==> config.mk <==
export PLATFORM = sky130hd
export DESIGN_NAME = serprom_master
export DESIGN_NICKNAME = d
export VERILOG_FILES = /design/src/rtl/serprom_pkg.sv /design/src/rtl/serprom_halfbit_timer.sv /design/src/rtl/serprom_shreg.sv /design/src/rtl/serprom_sequencer.sv /design/src/rtl/serprom_master.sv
export SDC_FILE = /design/constraint.sdc
export NUM_CORES = 1
export LEC_CHECK = 0
export BUFFER_PORTS_ARGS = -buffer_cell sky130_fd_sc_hd__buf_2
export CAP_MARGIN = 0
export CORE_MARGIN = 2
export CORE_UTILIZATION = 40
export DETAILED_ROUTE_END_ITERATION = 10
export PLACE_DENSITY = 0.65
export SYNTH_ARGS = -nofsm -noshare
export SYNTH_HDL_FRONTEND = slang
export SYNTH_HIERARCHICAL = 1
export SYNTH_SLANG_ARGS = --single-unit
==> constraint.sdc <==
create_clock -name clk -period 5.75 [get_ports clk]
set_input_delay 1.725 -clock clk [delete_from_list [all_inputs] [get_ports clk]]
set_output_delay 1.725 -clock clk [all_outputs]
set_load 0.05 [all_outputs]
==> src/rtl/serprom_pkg.sv <==
package serprom_pkg;

  typedef enum logic [1:0] {
    OP_READ  = 2'd0,
    OP_WRITE = 2'd1,
    OP_WREN  = 2'd2,
    OP_WRDIS = 2'd3
  } op_e;

  typedef enum logic [3:0] {
    ST_IDLE,
    ST_START_LO,
    ST_START_HI,
    ST_CMD_LO,
    ST_CMD_HI,
    ST_CMD_END,
    ST_RD_HI,
    ST_RD_LO,
    ST_DAT_LO,
    ST_DAT_HI,
    ST_WR_END,
    ST_CS_GAP,
    ST_POLL_CS,
    ST_POLL_HI,
    ST_POLL_LO,
    ST_FINISH
  } state_e;

  typedef struct packed {
    logic cs;
    logic sk;
    logic dout;
  } pins_t;

  // Pin levels for each phase; cmd_bit/dat_bit are the current shifter MSBs.
  function automatic pins_t pins_for(state_e st, logic cmd_bit, logic dat_bit);
    pins_t p;
    p = '{cs: 1'b1, sk: 1'b0, dout: 1'b0};
    case (st)
      ST_IDLE, ST_CS_GAP, ST_FINISH: p.cs = 1'b0;
      ST_START_LO: p.dout = 1'b1;
      ST_START_HI: begin p.sk = 1'b1; p.dout = 1'b1; end
      ST_CMD_LO:   p.dout = cmd_bit;
      ST_CMD_HI:   begin p.sk = 1'b1; p.dout = cmd_bit; end
      ST_DAT_LO:   p.dout = dat_bit;
      ST_DAT_HI:   begin p.sk = 1'b1; p.dout = dat_bit; end
      ST_RD_HI, ST_POLL_HI: p.sk = 1'b1;
      default: ;
    endcase
    return p;
  endfunction

endpackage

==> src/rtl/serprom_halfbit_timer.sv <==
module serprom_halfbit_timer #(
  parameter int unsigned HALF_CYCLES = 1500
) (
  input  logic clk,
  input  logic rst_n,
  input  logic run,
  output logic tick
);
  localparam int unsigned CNT_W = $clog2(HALF_CYCLES + 1);
  localparam logic [CNT_W-1:0] LAST = CNT_W'(HALF_CYCLES - 1);

  logic [CNT_W-1:0] cnt;

  assign tick = run && (cnt == LAST);

  always_ff @(posedge clk or negedge rst_n) begin
    if (!rst_n)       cnt <= '0;
    else if (!run)    cnt <= '0;
    else if (tick)    cnt <= '0;
    else              cnt <= cnt + 1'b1;
  end
endmodule

==> src/rtl/serprom_shreg.sv <==
module serprom_shreg #(
  parameter int unsigned W = 16
) (
  input  logic         clk,
  input  logic         rst_n,
  input  logic         load,
  input  logic [W-1:0] load_val,
  input  logic         shift,
  input  logic         sin,
  output logic [W-1:0] q
);
  always_ff @(posedge clk or negedge rst_n) begin
    if (!rst_n)      q <= '0;
    else if (load)   q <= load_val;
    else if (shift)  q <= {q[W-2:0], sin};
  end
endmodule

==> src/rtl/serprom_sequencer.sv <==
module serprom_sequencer
  import serprom_pkg::*;
#(
  parameter int unsigned CMD_W      = 8,
  parameter int unsigned DATA_W     = 16,
  parameter int unsigned POLL_LIMIT = 4096
) (
  input  logic   clk,
  input  logic   rst_n,
  input  logic   start,
  input  op_e    start_op,
  input  logic   tick,
  input  logic   di,
  output state_e st,
  output logic   cmd_shift,
  output logic   dat_shift,
  output logic   dat_sin,
  output logic   done,
  output logic   timeout
);
  localparam int unsigned MAXB   = (DATA_W > CMD_W) ? DATA_W : CMD_W;
  localparam int unsigned BIT_W  = $clog2(MAXB);
  localparam int unsigned POLL_W = $clog2(POLL_LIMIT + 1);

  op_e               op_q;
  logic [BIT_W-1:0]  bit_cnt;
  logic [POLL_W-1:0] poll_cnt;
  logic              err_q;

  logic last_cmd_bit, last_dat_bit, poll_expired;
  assign last_cmd_bit = (bit_cnt == BIT_W'(CMD_W - 1));
  assign last_dat_bit = (bit_cnt == BIT_W'(DATA_W - 1));
  assign poll_expired = (poll_cnt == POLL_W'(POLL_LIMIT - 1));

  assign cmd_shift = tick && (st == ST_CMD_HI);
  assign dat_shift = tick && ((st == ST_DAT_HI) || (st == ST_RD_LO));
  assign dat_sin   = (st == ST_RD_LO) ? di : 1'b0;

  always_ff @(posedge clk or negedge rst_n) begin
    if (!rst_n) begin
      st       <= ST_IDLE;
      op_q     <= OP_READ;
      bit_cnt  <= '0;
      poll_cnt <= '0;
      err_q    <= 1'b0;
      done     <= 1'b0;
      timeout  <= 1'b0;
    end else begin
      done <= 1'b0;
      if (start) begin
        st       <= ST_START_LO;
        op_q     <= start_op;
        bit_cnt  <= '0;
        poll_cnt <= '0;
        err_q    <= 1'b0;
        timeout  <= 1'b0;
      end else if (tick) begin
        case (st)
          ST_START_LO: st <= ST_START_HI;
          ST_START_HI: begin st <= ST_CMD_LO; bit_cnt <= '0; end
          ST_CMD_LO:   st <= ST_CMD_HI;
          ST_CMD_HI: begin
            if (last_cmd_bit) st <= ST_CMD_END;
            else begin st <= ST_CMD_LO; bit_cnt <= bit_cnt + 1'b1; end
          end
          ST_CMD_END: begin
            bit_cnt <= '0;
            case (op_q)
              OP_READ:  st <= ST_RD_HI;
              OP_WRITE: st <= ST_DAT_LO;
              default:  st <= ST_FINISH;
            endcase
          end
          ST_RD_HI: st <= ST_RD_LO;
          ST_RD_LO: begin
            if (last_dat_bit) st <= ST_FINISH;
            else begin st <= ST_RD_HI; bit_cnt <= bit_cnt + 1'b1; end
          end
          ST_DAT_LO: st <= ST_DAT_HI;
          ST_DAT_HI: begin
            if (last_dat_bit) st <= ST_WR_END;
            else begin st <= ST_DAT_LO; bit_cnt <= bit_cnt + 1'b1; end
          end
          ST_WR_END:  st <= ST_CS_GAP;
          ST_CS_GAP:  st <= ST_POLL_CS;
          ST_POLL_CS: begin st <= ST_POLL_HI; poll_cnt <= '0; end
          ST_POLL_HI: st <= ST_POLL_LO;
          ST_POLL_LO: begin
            if (di) st <= ST_FINISH;
            else if (poll_expired) begin st <= ST_FINISH; err_q <= 1'b1; end
            else begin st <= ST_POLL_HI; poll_cnt <= poll_cnt + 1'b1; end
          end
          ST_FINISH: begin
            st      <= ST_IDLE;
            done    <= 1'b1;
            timeout <= err_q;
          end
          default: st <= ST_IDLE;
        endcase
      end
    end
  end
endmodule

==> src/rtl/serprom_master.sv <==
module serprom_master
  import serprom_pkg::*;
#(
  parameter int unsigned ADDR_W      = 6,
  parameter int unsigned DATA_W      = 16,
  parameter int unsigned HALF_CYCLES = 1500,
  parameter int unsigned POLL_LIMIT  = 4096
) (
  input  logic              clk,
  input  logic              rst_n,
  input  logic              req_valid,
  input  logic [1:0]        req_op,
  input  logic [ADDR_W-1:0] req_addr,
  input  logic [DATA_W-1:0] req_wdata,
  output logic              req_ready,
  output logic              busy,
  output logic              done,
  output logic [DATA_W-1:0] rd_data,
  output logic              poll_timeout,
  output logic              ee_cs,
  output logic              ee_sk,
  output logic              ee_do,
  input  logic              ee_di
);
  localparam int unsigned CMD_W = ADDR_W + 2;

  // Command byte: two opcode bits above the address; enable uses 11 at the top of the address field.
  function automatic logic [CMD_W-1:0] make_cmd(op_e op, logic [ADDR_W-1:0] addr);
    case (op)
      OP_READ:  return {2'b10, addr};
      OP_WRITE: return {2'b01, addr};
      OP_WREN:  return {2'b00, 2'b11, {(ADDR_W-2){1'b0}}};
      default:  return '0;
    endcase
  endfunction

  state_e           st;
  logic             phase_tick;
  logic             accept;
  logic             cmd_shift, dat_shift, dat_sin;
  logic [CMD_W-1:0] cmd_q;
  logic [DATA_W-1:0] dat_q;
  pins_t            pins;

  assign busy      = (st != ST_IDLE);
  assign req_ready = !busy;
  assign accept    = req_valid && req_ready;

  serprom_halfbit_timer #(.HALF_CYCLES(HALF_CYCLES)) u_timer (
    .clk(clk), .rst_n(rst_n), .run(busy), .tick(phase_tick)
  );

  serprom_shreg #(.W(CMD_W)) u_cmd (
    .clk(clk), .rst_n(rst_n), .load(accept),
    .load_val(make_cmd(op_e'(req_op), req_addr)),
    .shift(cmd_shift), .sin(1'b0), .q(cmd_q)
  );

  serprom_shreg #(.W(DATA_W)) u_dat (
    .clk(clk), .rst_n(rst_n), .load(accept), .load_val(req_wdata),
    .shift(dat_shift), .sin(dat_sin), .q(dat_q)
  );

  serprom_sequencer #(
    .CMD_W(CMD_W), .DATA_W(DATA_W), .POLL_LIMIT(POLL_LIMIT)
  ) u_seq (
    .clk(clk), .rst_n(rst_n), .start(accept), .start_op(op_e'(req_op)),
    .tick(phase_tick), .di(ee_di), .st(st),
    .cmd_shift(cmd_shift), .dat_shift(dat_shift), .dat_sin(dat_sin),
    .done(done), .timeout(poll_timeout)
  );

  assign pins    = pins_for(st, cmd_q[CMD_W-1], dat_q[DATA_W-1]);
  assign ee_cs   = pins.cs;
  assign ee_sk   = pins.sk;
  assign ee_do   = pins.dout;
  assign rd_data = dat_q;
endmodule

==> report_table.html <==
<table>
<tr><th>Metric</th><th>Value</th></tr>
<tr><th colspan="2">Status</th></tr>
<tr><td>Result of the run</td><td>finished, final reports clean</td></tr>
<tr><th colspan="2">Drt</th></tr>
<tr><td>Remaining number of nets flagged by the antenna check after routing</td><td>0</td></tr>
<tr><td>Drt first pass iters</td><td>4</td></tr>
<tr><td>Vias after detailed routing</td><td>~3000</td></tr>
<tr><td>DRC violation total after the first TritonRoute iteration</td><td>180</td></tr>
<tr><td>DRC Markers</td><td>0</td></tr>
<tr><td>Via-to-Cell Ratio</td><td>roughly 5.5</td></tr>
<tr><td>Total Routed Length</td><td>7801 µm</td></tr>
<tr><td>Drt wl/cell</td><td>14.42 µm</td></tr>
<tr><th colspan="2">Yosys</th></tr>
<tr><td>Number of enable-type register cells in the synthesized netlist</td><td>0</td></tr>
<tr><td>Main flop type after synthesis</td><td>dfrtp_1</td></tr>
<tr><td>Leading cell types by total area after synthesis</td><td>dfrtp_1 (43%), mux2i_1 (7.1%), nand2_1 (5.2%), o21ai_0 (4.8%), a21oi_1 (2.8%)</td></tr>
<tr><td>Gate count of the mapped netlist</td><td>384</td></tr>
<tr><td>Share of synthesized flip-flops with an asynchronous set or reset</td><td>100.0%</td></tr>
<tr><td>Library cell with the largest summed area after synthesis</td><td>dfrtp_1</td></tr>
<tr><td>Synthesized Nets</td><td>415</td></tr>
<tr><td>Fraction of post-synthesis cell area in the top cell type by area</td><td>43.29%</td></tr>
<tr><td>Synth warn</td><td>6</td></tr>
<tr><td>Mapped Avg Cell Area</td><td>9.182 µm²</td></tr>
<tr><td>Netlist area before placement</td><td>around 3500 µm²</td></tr>
<tr><td>Flops &amp; latches, synth</td><td>61</td></tr>
<tr><td>Distinct cell type count after synthesis</td><td>60</td></tr>
<tr><td>Seq/Total Area, Yosys</td><td>43.29%</td></tr>
<tr><th colspan="2">Floorplan</th></tr>
<tr><td>Die width</td><td>between 90 and 100 µm</td></tr>
<tr><td>Core Box Area</td><td>8636 µm²</td></tr>
<tr><td>Total Die Area</td><td>9581 µm²</td></tr>
<tr><td>Top Ports</td><td>51</td></tr>
<tr><td>Cell Rows</td><td>34</td></tr>
<tr><td>Initial cell density of the core</td><td>between 40% and 50%</td></tr>
<tr><td>Die Ht</td><td>roughly 98 µm</td></tr>
<tr><th colspan="2">STA</th></tr>
<tr><td>Max Clk Rate</td><td>267.9 MHz</td></tr>
<tr><td>Final slew viol count</td><td>0</td></tr>
<tr><td>Hold Fails Final Rpt</td><td>0</td></tr>
<tr><td>Setup repair after global routing missed its margin</td><td>false</td></tr>
<tr><td>Setup tns final</td><td>0 ns</td></tr>
<tr><td>Total of endpoints with negative setup slack in the final report</td><td>0</td></tr>
<tr><td>Final Critical Period</td><td>~3.7 ns</td></tr>
<tr><td>Final worst setup slack</td><td>approximately 2.0 ns</td></tr>
<tr><td>Worst hold slack</td><td>0.4880 ns</td></tr>
<tr><td>Worst slew margin relative to its limit</td><td>31.20%</td></tr>
<tr><td>Setup skew after layout</td><td>between 0.01 and 0.015 ns</td></tr>
<tr><td>Worst-Margin Slew</td><td>1.031 ns</td></tr>
<tr><td>Post-route fraction of the period consumed by the critical path</td><td>64.93%</td></tr>
<tr><th colspan="2">Clock tree</th></tr>
<tr><td>Max Buffers Root-to-Sink</td><td>2</td></tr>
<tr><td>TritonCTS clock tree</td><td>yes</td></tr>
<tr><td>Number of levels in the clock H-tree</td><td>3</td></tr>
<tr><td>Buffers inserted during post-CTS setup optimization</td><td>0</td></tr>
<tr><td>Hold_buf cts</td><td>0</td></tr>
<tr><td>Clock transition at the registers of the reported paths</td><td>0.08 ns</td></tr>
<tr><td>Clk sink count</td><td>61</td></tr>
<tr><td>Skew-Pair Late Insertion Delay</td><td>0.34 ns</td></tr>
<tr><td>Clock Tree Root</td><td>clkbuf_8</td></tr>
<tr><td>Post-CTS resize count</td><td>0</td></tr>
<tr><td>Cts bufs inserted</td><td>9</td></tr>
<tr><th colspan="2">Layout</th></tr>
<tr><td>Synthesis-to-finish area growth</td><td>12.81%</td></tr>
<tr><td>Finished Layout Cells</td><td>541</td></tr>
<tr><td>Most common cell after layout, fill and taps aside</td><td>dfrtp_1</td></tr>
<tr><td>Final core utilization</td><td>between 40% and 50%</td></tr>
<tr><td>Total number of nets in the final design</td><td>around 460</td></tr>
<tr><td>Final std cell area, no fill</td><td>3978 µm²</td></tr>
<tr><td>Number of filler cells placed in the layout</td><td>roughly 860</td></tr>
<tr><td>Most used cells in the layout excluding fill and tap cells</td><td>dfrtp_1 (61), buf_2 (50), nand2_1 (49)</td></tr>
<tr><td>Layout cells sized above 1</td><td>20.09%</td></tr>
<tr><td>Number of diodes</td><td>0</td></tr>
<tr><th colspan="2">Global routing</th></tr>
<tr><td>Number of antenna violations at the first check in global routing</td><td>0</td></tr>
<tr><td>Grt total ovfl</td><td>0</td></tr>
<tr><td>Global-route usage over all layers</td><td>17.37%</td></tr>
<tr><td>Number of global-route vias before repair</td><td>2878</td></tr>
<tr><td>Global-route wire length before repair</td><td>13840 µm</td></tr>
<tr><td>Maximum number of pins on one net before global-route repair</td><td>62</td></tr>
<tr><th colspan="2">Power and ir drop</th></tr>
<tr><td>Portion of total power attributed to combinational logic</td><td>under 10%</td></tr>
<tr><td>Sequential share of power</td><td>54.5%</td></tr>
<tr><td>Leakage Power</td><td>1.502 nW</td></tr>
<tr><td>Total power of the final layout</td><td>786.8 µW</td></tr>
<tr><td>Worst-case vdd ir drop</td><td>0.1084 mV</td></tr>
<tr><td>Total power per unit cell area</td><td>197.8 nW/µm²</td></tr>
<tr><td>Switch share</td><td>approximately a quarter</td></tr>
<tr><td>Cell-internal power</td><td>603.4 µW</td></tr>
<tr><td>Switching power</td><td>between 150 and 200 µW</td></tr>
<tr><td>Clock network fraction of design power</td><td>42.7%</td></tr>
<tr><th colspan="2">Placed design</th></tr>
<tr><td>Post-placement setup slack</td><td>about 2.2 ns</td></tr>
<tr><td>Cell area reported after detailed placement</td><td>between 3000 and 4000 µm²</td></tr>
<tr><td>Count of input and output buffers</td><td>50</td></tr>
<tr><td>Global placer's final weighted congestion</td><td>0.8786</td></tr>
<tr><td>Half-perimeter wire length after detailed placement</td><td>5364 µm</td></tr>
<tr><td>Placed insts</td><td>between 500 and 600</td></tr>
<tr><th colspan="2">Worst setup path</th></tr>
<tr><td>Critical Path End Type</td><td>primary output</td></tr>
<tr><td>Endpoint required time on the critical path</td><td>4.03 ns</td></tr>
<tr><td>CP max stage delay</td><td>0.90 ns</td></tr>
<tr><td>Crit path buf inv count</td><td>1</td></tr>
<tr><td>Worst Path Max Fanout</td><td>24</td></tr>
<tr><td>Critical path type</td><td>register to primary output</td></tr>
<tr><td>Data arrival, critical path</td><td>around 2 ns</td></tr>
<tr><td>Startpoint type of the worst setup path</td><td>register</td></tr>
<tr><td>Slowest stage cell on the critical path</td><td>dfrtp_1</td></tr>
<tr><td>Delay-heaviest family, CP</td><td>flip-flops</td></tr>
<tr><td>Critical-path cell list</td><td>and4bb_1, a31oi_1, o21ai_1, buf_2</td></tr>
<tr><th colspan="2">Job</th></tr>
<tr><td>Max-cap violation count</td><td>0</td></tr>
<tr><th colspan="2">Hold path</th></tr>
<tr><td>Min-delay worst type</td><td>register to register</td></tr>
</table>
synth_stat cells, drive strengths merged (2+ instances only):
master   number
nand4b        2
nor2         23
o2111ai       2
nand2        49
nand3        14
or3           6
buf          15
a21oi        22
or4           5
o21ai        53
ha            3
o31a          2
mux2i        25
and4          2
a31oi         8
or4b          2
nor3          9
nor2b         7
nand3b        3
and3          3
inv          11
o31ai         8
nor4          5
clkbuf        6
nand2b        3
o211ai        2
and2          3
a41oi         2
dfrtp        61
xor2          2
a21o          3
nand4         7
a31o          2
registers in the layout, indices dropped and copies added (netlist names):
name            flops
u_dat/q            16
u_seq/poll_cnt     13
u_timer/cnt        11
u_cmd/q             8
u_seq/bit_cnt       4
u_seq/st            4
u_seq/op_q          2
u_seq/done          1
u_seq/err_q         1
u_seq/timeout       1
final cells by class:
class,count,area [µm²],share of cell area [%]
timing repair buffer,54,280.3,7.046
tap,108,135.1,3.397
multi-input combinational,291,1818,45.71
clock buffer,10,137.6,3.460
sequential,61,1526,38.38
clock inverter,6,38.79,0.9752
inverter,11,41.29,1.038
power groups by stage:
stage / logic, mW / registers [mW] / clock network [mW]
2_1_floorplan: 0.00273 / 0.437 / 0
3_3_place_gp: 0.0224 / 0.437 / 0
3_5_place_dp: 0.0228 / 0.437 / 0
4_1_cts: 0.0229 / 0.429 / 0.351
5_1_grt: 0.0261 / 0.429 / 0.367
6_report: 0.0218 / 0.429 / 0.336
kinds of logic after synthesis:
| family | synth area share (%) |
|---|---|
| XOR/XNOR | 0.7453 |
| buffers and inverters | 5.252 |
| adder cells (fa/ha/maj) | 1.065 |
| AO/OA/AOI/OAI | 19.45 |
| other | 0.1064 |
| AND/OR/NAND/NOR | 22.68 |
| flip-flops | 43.29 |
| multiplexers | 7.417 |
routing by layer:
layer / up-vias / track usage, % / routed length, µm
met5: - / 0 / 0
met2: 68 / 27.50 / 3522
met1: 1407 / 23.61 / 3776
li1: 1497 / - / -
met3: 13 / 3.293 / 362
met4: 0 / 6.838 / 139
path summary, 6_finish.rpt:
| check | startpoint | to | slack (ns) | cells past startpoint |
|---|---|---|---|---|
| setup / recovery | u_seq/st[3] | ee_do | 2.02 | 4 |
| hold / removal | u_timer/cnt[0] | u_timer/cnt[0] | 0.49 | 1 |
| setup reg to reg | u_seq/st[0] | u_dat/q[13] | 2.54 | 9 |
| hold reg to reg | u_timer/cnt[0] | u_timer/cnt[0] | 0.49 | 1 |
| max in group asynchronous | rst_n | u_dat/q[13] | 3.71 | 2 |
| min in group asynchronous | rst_n | u_seq/poll_cnt[9] | 1.54 | 2 |
worst reg2reg max path, cell delays in order (launching register included):
cell and delay, ns:
dfrtp_1 0.90, nor4_4 0.16, inv_1 0.15, inv_1 0.05
nor4_1 0.27, buf_4 0.24, nand2_1 0.10, nor2_2 0.84
mux2i_1 0.28, o21ai_0 0.09
Note: power is estimated with default switching activity, not from simulation.
